`config.mk`:
```
export PLATFORM = sky130hd
export DESIGN_NAME = arb_tree_node
export DESIGN_NICKNAME = d
export VERILOG_FILES = /design/src/rtl/arb_node_pkg.sv /design/src/rtl/arb_node_pick.sv /design/src/rtl/arb_node_fsm.sv /design/src/rtl/arb_node_route.sv /design/src/rtl/arb_tree_node.sv
export SDC_FILE = /design/constraint.sdc
export NUM_CORES = 1
export LEC_CHECK = 0
export BUFFER_PORTS_ARGS = -buffer_cell sky130_fd_sc_hd__buf_2
export CAP_MARGIN = 20
export CORE_AREA = 2 2 101 103
export DETAILED_ROUTE_END_ITERATION = 7
export DIE_AREA = 0 0 103 105
export PLACE_DENSITY = 0.8
export SETUP_SLACK_MARGIN = 0.1
export SLEW_MARGIN = 25
export SYNTH_ARGS = -nofsm -noshare
export SYNTH_HDL_FRONTEND = slang
export SYNTH_SLANG_ARGS = --single-unit
```
`constraint.sdc`:
```
create_clock -name clk -period 1.4 [get_ports clk]
set_input_delay 0.35 -clock clk [delete_from_list [all_inputs] [get_ports clk]]
set_output_delay 0.35 -clock clk [all_outputs]
set_load 0.01 [all_outputs]
```
`src/rtl/arb_node_pkg.sv`:
```
package arb_node_pkg;
    localparam int unsigned NUM_CHILD = 2;

    typedef logic [0:0] child_id_t;

    typedef enum logic [1:0] {
        ST_FREE  = 2'd0,
        ST_HELD  = 2'd1,
        ST_ISSUE = 2'd2,
        ST_WAIT  = 2'd3
    } node_state_t;
endpackage

```
`src/rtl/arb_node_pick.sv`:
```
module arb_node_pick
    import arb_node_pkg::*;
(
    input  logic                 clk,
    input  logic                 rst_n,
    input  logic [NUM_CHILD-1:0] req_valid,
    input  logic                 open,
    input  logic                 hold,
    input  child_id_t            owner,
    output logic [NUM_CHILD-1:0] grant,
    output child_id_t            grant_id
);
    child_id_t prio_q;

    // Choice of the child that may hand over a request this cycle
    always_comb begin
        grant    = '0;
        grant_id = prio_q;
        if (open) begin
            if (hold) begin
                grant[owner] = req_valid[owner];
                grant_id     = owner;
            end else if (&req_valid) begin
                grant[prio_q] = 1'b1;
                grant_id      = prio_q;
            end else if (req_valid[1]) begin
                grant[1] = 1'b1;
                grant_id = 1'b1;
            end else if (req_valid[0]) begin
                grant[0] = 1'b1;
                grant_id = 1'b0;
            end
        end
    end

    // Priority moves to the other child after every grant
    always_ff @(posedge clk) begin
        if (!rst_n) begin
            prio_q <= '0;
        end else if (|grant) begin
            prio_q <= ~grant_id;
        end
    end

    p_grant_onehot_r3: assert property (@(posedge clk) disable iff (!rst_n)
        $onehot0(grant));

    p_grant_needs_valid_r2: assert property (@(posedge clk) disable iff (!rst_n)
        (grant & ~req_valid) == '0);

    p_held_owner_only_r7: assert property (@(posedge clk) disable iff (!rst_n)
        hold |-> !grant[~owner]);
endmodule

```
`src/rtl/arb_node_fsm.sv`:
```
module arb_node_fsm
    import arb_node_pkg::*;
(
    input  logic        clk,
    input  logic        rst_n,
    input  logic        take,
    input  logic        lock_held,
    input  logic        up_ready,
    input  logic        rsp_fire,
    output node_state_t state,
    output logic        open,
    output logic        hold,
    output logic        issue,
    output logic        rsp_phase
);
    node_state_t state_q;
    node_state_t state_d;

    always_comb begin
        state_d = state_q;
        unique case (state_q)
            ST_FREE:  if (take) state_d = ST_ISSUE;
            ST_HELD:  if (take) state_d = ST_ISSUE;
            ST_ISSUE: if (up_ready) state_d = ST_WAIT;
            ST_WAIT:  if (rsp_fire) state_d = lock_held ? ST_HELD : ST_FREE;
            default:  state_d = ST_FREE;
        endcase
    end

    always_ff @(posedge clk) begin
        if (!rst_n) begin
            state_q <= ST_FREE;
        end else begin
            state_q <= state_d;
        end
    end

    always_comb begin
        open      = 1'b0;
        hold      = 1'b0;
        issue     = 1'b0;
        rsp_phase = 1'b0;
        unique case (state_q)
            ST_FREE:  open = 1'b1;
            ST_HELD:  begin open = 1'b1; hold = 1'b1; end
            ST_ISSUE: issue = 1'b1;
            ST_WAIT:  rsp_phase = 1'b1;
            default:  open = 1'b0;
        endcase
    end

    assign state = state_q;

    p_take_then_issue_r2: assert property (@(posedge clk) disable iff (!rst_n)
        take |=> issue);

    p_stall_keeps_issue_r4: assert property (@(posedge clk) disable iff (!rst_n)
        (issue && !up_ready) |=> issue);

    p_locked_done_held_r7: assert property (@(posedge clk) disable iff (!rst_n)
        (rsp_phase && rsp_fire && lock_held) |=> hold);
endmodule

```
`src/rtl/arb_node_route.sv`:
```
module arb_node_route
    import arb_node_pkg::*;
#(
    parameter int unsigned ADDR_W = 16,
    parameter int unsigned DATA_W = 32
) (
    input  logic                 clk,
    input  logic                 rst_n,
    input  logic [NUM_CHILD-1:0] grant,
    input  child_id_t            grant_id,
    input  logic [ADDR_W-1:0]    c_addr  [NUM_CHILD],
    input  logic [DATA_W-1:0]    c_wdata [NUM_CHILD],
    input  logic [NUM_CHILD-1:0] c_we,
    input  logic [NUM_CHILD-1:0] c_lock,
    input  logic                 issue,
    input  logic                 up_ready,
    input  logic                 rsp_phase,
    input  logic                 up_rsp_valid,
    input  logic [NUM_CHILD-1:0] c_rsp_ready,
    output logic [ADDR_W-1:0]    up_addr,
    output logic [DATA_W-1:0]    up_wdata,
    output logic                 up_we,
    output logic                 up_lock,
    output child_id_t            sel,
    output logic [NUM_CHILD-1:0] c_rsp_valid,
    output logic                 up_rsp_ready
);
    logic [ADDR_W-1:0] addr_q;
    logic [DATA_W-1:0] wdata_q;
    logic              we_q;
    logic              lock_q;
    child_id_t         sel_q;

    // Capture of the accepted request; held until the next acceptance
    always_ff @(posedge clk) begin
        if (!rst_n) begin
            addr_q  <= '0;
            wdata_q <= '0;
            we_q    <= 1'b0;
            lock_q  <= 1'b0;
            sel_q   <= '0;
        end else if (|grant) begin
            addr_q  <= c_addr[grant_id];
            wdata_q <= c_wdata[grant_id];
            we_q    <= c_we[grant_id];
            lock_q  <= c_lock[grant_id];
            sel_q   <= grant_id;
        end
    end

    generate
        for (genvar g = 0; g < NUM_CHILD; g++) begin : g_rsp_steer
            assign c_rsp_valid[g] = rsp_phase && up_rsp_valid && (sel_q == child_id_t'(g));
        end
    endgenerate

    assign up_rsp_ready = rsp_phase && c_rsp_ready[sel_q];
    assign up_addr      = addr_q;
    assign up_wdata     = wdata_q;
    assign up_we        = we_q;
    assign up_lock      = lock_q;
    assign sel          = sel_q;

    p_fields_stable_r4: assert property (@(posedge clk) disable iff (!rst_n)
        (issue && !up_ready) |=> ($stable(addr_q) && $stable(wdata_q) &&
                                  $stable(we_q) && $stable(lock_q)));

    p_rsp_single_child_r6: assert property (@(posedge clk) disable iff (!rst_n)
        $onehot0(c_rsp_valid));

    p_rsp_needs_upstream_r6: assert property (@(posedge clk) disable iff (!rst_n)
        (|c_rsp_valid) |-> up_rsp_valid);
endmodule

```
`src/rtl/arb_tree_node.sv`:
```
module arb_tree_node
    import arb_node_pkg::*;
#(
    parameter int unsigned ADDR_W = 16,
    parameter int unsigned DATA_W = 32
) (
    input  logic              clk,
    input  logic              rst_n,
    input  logic              c0_req_valid,
    output logic              c0_req_ready,
    input  logic [ADDR_W-1:0] c0_req_addr,
    input  logic [DATA_W-1:0] c0_req_wdata,
    input  logic              c0_req_we,
    input  logic              c0_req_lock,
    output logic              c0_rsp_valid,
    input  logic              c0_rsp_ready,
    output logic [DATA_W-1:0] c0_rsp_rdata,
    input  logic              c1_req_valid,
    output logic              c1_req_ready,
    input  logic [ADDR_W-1:0] c1_req_addr,
    input  logic [DATA_W-1:0] c1_req_wdata,
    input  logic              c1_req_we,
    input  logic              c1_req_lock,
    output logic              c1_rsp_valid,
    input  logic              c1_rsp_ready,
    output logic [DATA_W-1:0] c1_rsp_rdata,
    output logic              up_req_valid,
    input  logic              up_req_ready,
    output logic [ADDR_W-1:0] up_req_addr,
    output logic [DATA_W-1:0] up_req_wdata,
    output logic              up_req_we,
    output logic              up_req_lock,
    input  logic              up_rsp_valid,
    output logic              up_rsp_ready,
    input  logic [DATA_W-1:0] up_rsp_rdata
);
    logic [NUM_CHILD-1:0] req_valid;
    logic [NUM_CHILD-1:0] grant;
    child_id_t            grant_id;
    child_id_t            sel;
    logic [ADDR_W-1:0]    c_addr  [NUM_CHILD];
    logic [DATA_W-1:0]    c_wdata [NUM_CHILD];
    logic [NUM_CHILD-1:0] c_we;
    logic [NUM_CHILD-1:0] c_lock;
    logic [NUM_CHILD-1:0] c_rsp_ready;
    logic [NUM_CHILD-1:0] c_rsp_valid;
    node_state_t          state;
    logic                 open;
    logic                 hold;
    logic                 issue;
    logic                 rsp_phase;
    logic                 rsp_fire;

    assign req_valid   = {c1_req_valid, c0_req_valid};
    assign c_addr[0]   = c0_req_addr;
    assign c_addr[1]   = c1_req_addr;
    assign c_wdata[0]  = c0_req_wdata;
    assign c_wdata[1]  = c1_req_wdata;
    assign c_we        = {c1_req_we, c0_req_we};
    assign c_lock      = {c1_req_lock, c0_req_lock};
    assign c_rsp_ready = {c1_rsp_ready, c0_rsp_ready};

    arb_node_pick u_pick (
        .clk       (clk),
        .rst_n     (rst_n),
        .req_valid (req_valid),
        .open      (open),
        .hold      (hold),
        .owner     (sel),
        .grant     (grant),
        .grant_id  (grant_id)
    );

    arb_node_fsm u_fsm (
        .clk       (clk),
        .rst_n     (rst_n),
        .take      (|grant),
        .lock_held (up_req_lock),
        .up_ready  (up_req_ready),
        .rsp_fire  (rsp_fire),
        .state     (state),
        .open      (open),
        .hold      (hold),
        .issue     (issue),
        .rsp_phase (rsp_phase)
    );

    arb_node_route #(
        .ADDR_W (ADDR_W),
        .DATA_W (DATA_W)
    ) u_route (
        .clk          (clk),
        .rst_n        (rst_n),
        .grant        (grant),
        .grant_id     (grant_id),
        .c_addr       (c_addr),
        .c_wdata      (c_wdata),
        .c_we         (c_we),
        .c_lock       (c_lock),
        .issue        (issue),
        .up_ready     (up_req_ready),
        .rsp_phase    (rsp_phase),
        .up_rsp_valid (up_rsp_valid),
        .c_rsp_ready  (c_rsp_ready),
        .up_addr      (up_req_addr),
        .up_wdata     (up_req_wdata),
        .up_we        (up_req_we),
        .up_lock      (up_req_lock),
        .sel          (sel),
        .c_rsp_valid  (c_rsp_valid),
        .up_rsp_ready (up_rsp_ready)
    );

    assign rsp_fire     = up_rsp_valid && up_rsp_ready;
    assign up_req_valid = issue;
    assign c0_req_ready = grant[0];
    assign c1_req_ready = grant[1];
    assign c0_rsp_valid = c_rsp_valid[0];
    assign c1_rsp_valid = c_rsp_valid[1];
    assign c0_rsp_rdata = up_rsp_rdata;
    assign c1_rsp_rdata = up_rsp_rdata;

    p_busy_no_accept_r5: assert property (@(posedge clk) disable iff (!rst_n)
        (state == ST_ISSUE || state == ST_WAIT) |-> !(c0_req_ready || c1_req_ready));

    p_lock_forwarded_r8: assert property (@(posedge clk) disable iff (!rst_n)
        $rose(up_req_valid) |-> up_req_lock == $past(c0_req_ready ? c0_req_lock : c1_req_lock));

    p_addr_forwarded_r2: assert property (@(posedge clk) disable iff (!rst_n)
        $rose(up_req_valid) |-> up_req_addr == $past(c0_req_ready ? c0_req_addr : c1_req_addr));
endmodule

```
==> impl_results.md <==
* Setup Crit Path Kind: reg -> out
* Synth Net Count at around 460
* Mux share of post-synthesis cell area at 0.00694
* WP data required at roughly 1.1 ns
* Nets at roughly 580
* Cell count after placement at 541
* Post-route clock period utilization at 1.20
* Failing checks: negative setup slack
* Routed length per instance at between 20 and 25 um
* FP Rows at 36
* Die width at approximately 100 um
* Antenna Cells at 0
* Met1 Wirelength at approximately 4.2 mm
* Crit Path Max Fanout at 5
* Post-Synth Adder-Cell Area at 0
* Top post-synthesis cells by area: dfxtp_1 37%, buf_4 18%, a22oi_1 13%, a21boi_0 11%, nand3_1 8.8%
* Total CTS buffers at 5
* PortBufs at approximately 160
* Area Growth Syn to Fin at 53.3%
* Total Wirelength at 11.5 mm
* Clk sinks at 54
* Routability cong. at around 0.80
* Leakage at between 1.5 and 2 nW
* Count leader, synth: buf_4
* Slew Limit Fails at 0
* Mean Syn Cell Area at 8.99 um^2
* Final hold slack at ~0.30 ns
* Outcome: complete, but fails checks
* Hold path depth at 3
* Asr flop ratio synth at 0
* Reg-to-Reg Start: u_fsm.state[0]
* Max cap viols at 0
* Clock skew at roughly 0.0075 ns
* Ports at 260
* Die Area at around 11000 um^2
* R2R Setup Slk at -0.26 ns
* Area leader, netlist: dfxtp_1
* Syn Std Cell Area at approximately 2900 um^2
* Crit. End Element: output pin
* Antenna-violating nets left at 0
* Simple-gate share of the synthesized area at 0.124
* Hold Path End: u_route.up_addr[12]
* Skew-Pair Late Insertion Delay at slightly above 0.3 ns
* Vias post-DR at ~2.9k
* Crit path arrival time at 1.33 ns
* Post-synthesis cell type count at 28
* Layout cells sized above 1 at 0.670
* Worst R2R Path Depth at 7
* Setup violators final at slightly below 60
* Max Root-Sink Buffers at 2
* Post-CTS Hold Fix Bufs at 0
* Post-synthesis sequential area ratio at 0.375
* Largest net degree at the start of global routing at 38
* Clock transition at path regs at roughly 0.11 ns
* Final Instance Count excl. Fillers at around 570
* Synth Register Bits at 54
* DPL Wire Length at about 6.5 mm
* Initial Utilization at 0.299
* Post-synth top cells: 69 x buf_4, 54 x dfxtp_1, 51 x nand3_1
* Initial antenna violation count at 0
* XOR/XNOR Fraction of Synth Area at 0
* Worst Setup Start Kind: flip-flop
* RSZ-0062 raised after global routing: true
* Vias in the first global route at between 2k and 3k
* Met2 WL post-DR at 6.13 mm
* Hold Fails Final Rpt at 0
* Metal3 WL at around 860 um
* DR pass1 iterations at 4
* Mapped Cells at between 300 and 400
* Place WS at -0.248 ns
* Clock Tree Root: clkbuf_8
* Die height at ~110 um
* Worst Setup Slack, final at -0.285 ns
* Number of synthesized flops with an enable pin at 0
* Main synth FF type: dfxtp_1
* First-pass GRT wire length at roughly 15 mm
* CTS H-Tree Depth at 2
* R2R Path End: u_route.up_wdata[2]
* Worst hold path type: in -> reg
* Gr usage total at 0.175
* DR iter-0 viols at approximately 90
* CTS tree: built
* Remaining global-route overflow at 0
* Largest family of logic cells by synthesized area: compound AO/OA/AOI/OAI gates
* Post-synth top area share at 0.375
* VDD IR max at 0.622 mV
* Synthesis warning total at 0
* TNS Setup at -8.53 ns
* # DRC at 0
* Tmin final at about 1.7 ns
* Core area at around 9600 um^2
* Fmax achieved at 0.594 GHz
* Worst slew margin at 0.814
* Max Used Layer: met4
* Synth Area in Compound Gates at 0.277
* Vias per Instance at slightly above 5
* Worst-margin pin slew at ~0.28 ns
* Hold Crit Start: c1_req_addr[12]
* Pwr/cell area at around 1000 nW/um^2
## power by group
group	leakage [nW]	switching [mW]	total [mW]	internal, mW
registers	0.447	0.104	1.80	1.70
clock network	0.0585	0.549	1.09	0.537
logic	1.42	0.807	1.66	0.855
total	1.93	1.46	4.55	3.09
## how the worst max path moves through the flow
| stage | start | to |
|---|---|---|
| global placement | c0_req_valid | u_route.up_wdata[14] |
| CTS | u_fsm.state[0] | c1_req_ready |
| finish | u_route.sel | up_rsp_ready |
| detailed placement | c0_req_valid | u_route.up_addr[15] |
| global route | u_route.sel | up_rsp_ready |
| floorplan | c0_req_valid | u_route.up_addr[13] |
## registers in the layout, summed over array words and instances (netlist names)
register and cells:
u_fsm.state 2, u_route.up_wdata 32, u_route.up_we 1, u_route.sel 1, u_route.up_lock 1, u_route.up_addr 16
u_pick.prio_q 1
## cells by family (layout without fill, tap and decap cells)
group	Yosys count	after routing
buf+inv	93	212
flops	54	54
compound gates	107	107
mux	2	2
simple gates	65	65
## cell type report
cell class	instances	area, um^2
fill	946	5220
multi-input combinational	174	1570
timing repair buffer	201	1470
sequential	54	1090
tap	133	166
clock buffer	5	68.8
clock inverter	3	43.8
inverter	3	16.3
## worst max-delay path: stages (launching register included)
cell and delay, ns:
dfxtp_4 0.39, mux2i_2 0.26, nor2b_2 0.08, and2_1 0.16, buf_2 0.14
## per-layer routing
| metal | GRT usage | vias to the layer above |
|---|---|---|
| met5 | 0 | - |
| met2 | 0.329 | 198 |
| met4 | 0.0479 | 0 |
| met1 | 0.195 | 1370 |
| li1 | - | 1341 |
| met3 | 0.0308 | 20 |
## layout by cell type, fill, tap and decap left out, types with 4 or more instances in the layout
cell	instances
buf_2	161
dfxtp_1	50
a21boi_1	45
a22oi_2	43
nand3_2	25
nand3_1	25
buf_6	12
buf_12	8
buf_4	8
a22oi_1	7
clkbuf_8	5
buf_16	5
clkbuf_16	5
a21boi_2	4
## through the flow
stage | utilization | cell area [um^2] | power [mW]
global route | 0.459 | 4420 | 4.77
CTS | 0.401 | 3870 | 4.21
global placement | 0.356 | 3440 | 2.84
floorplan | - | 2900 | 2.56
detailed placement | 0.356 | 3440 | 2.87
finish | 0.459 | 4420 | 4.55
## timing repair
action | CTS | global route
endpoints found under the setup margin | 59 | 59
resized for setup | 56 | 92
gates cloned | 5 | 8
setup buffers | 4 | 7
pin swaps | 4 | 30
hold endpoints to repair | 0 | 0
No activity file was read; power rests on OpenSTA's default activity.
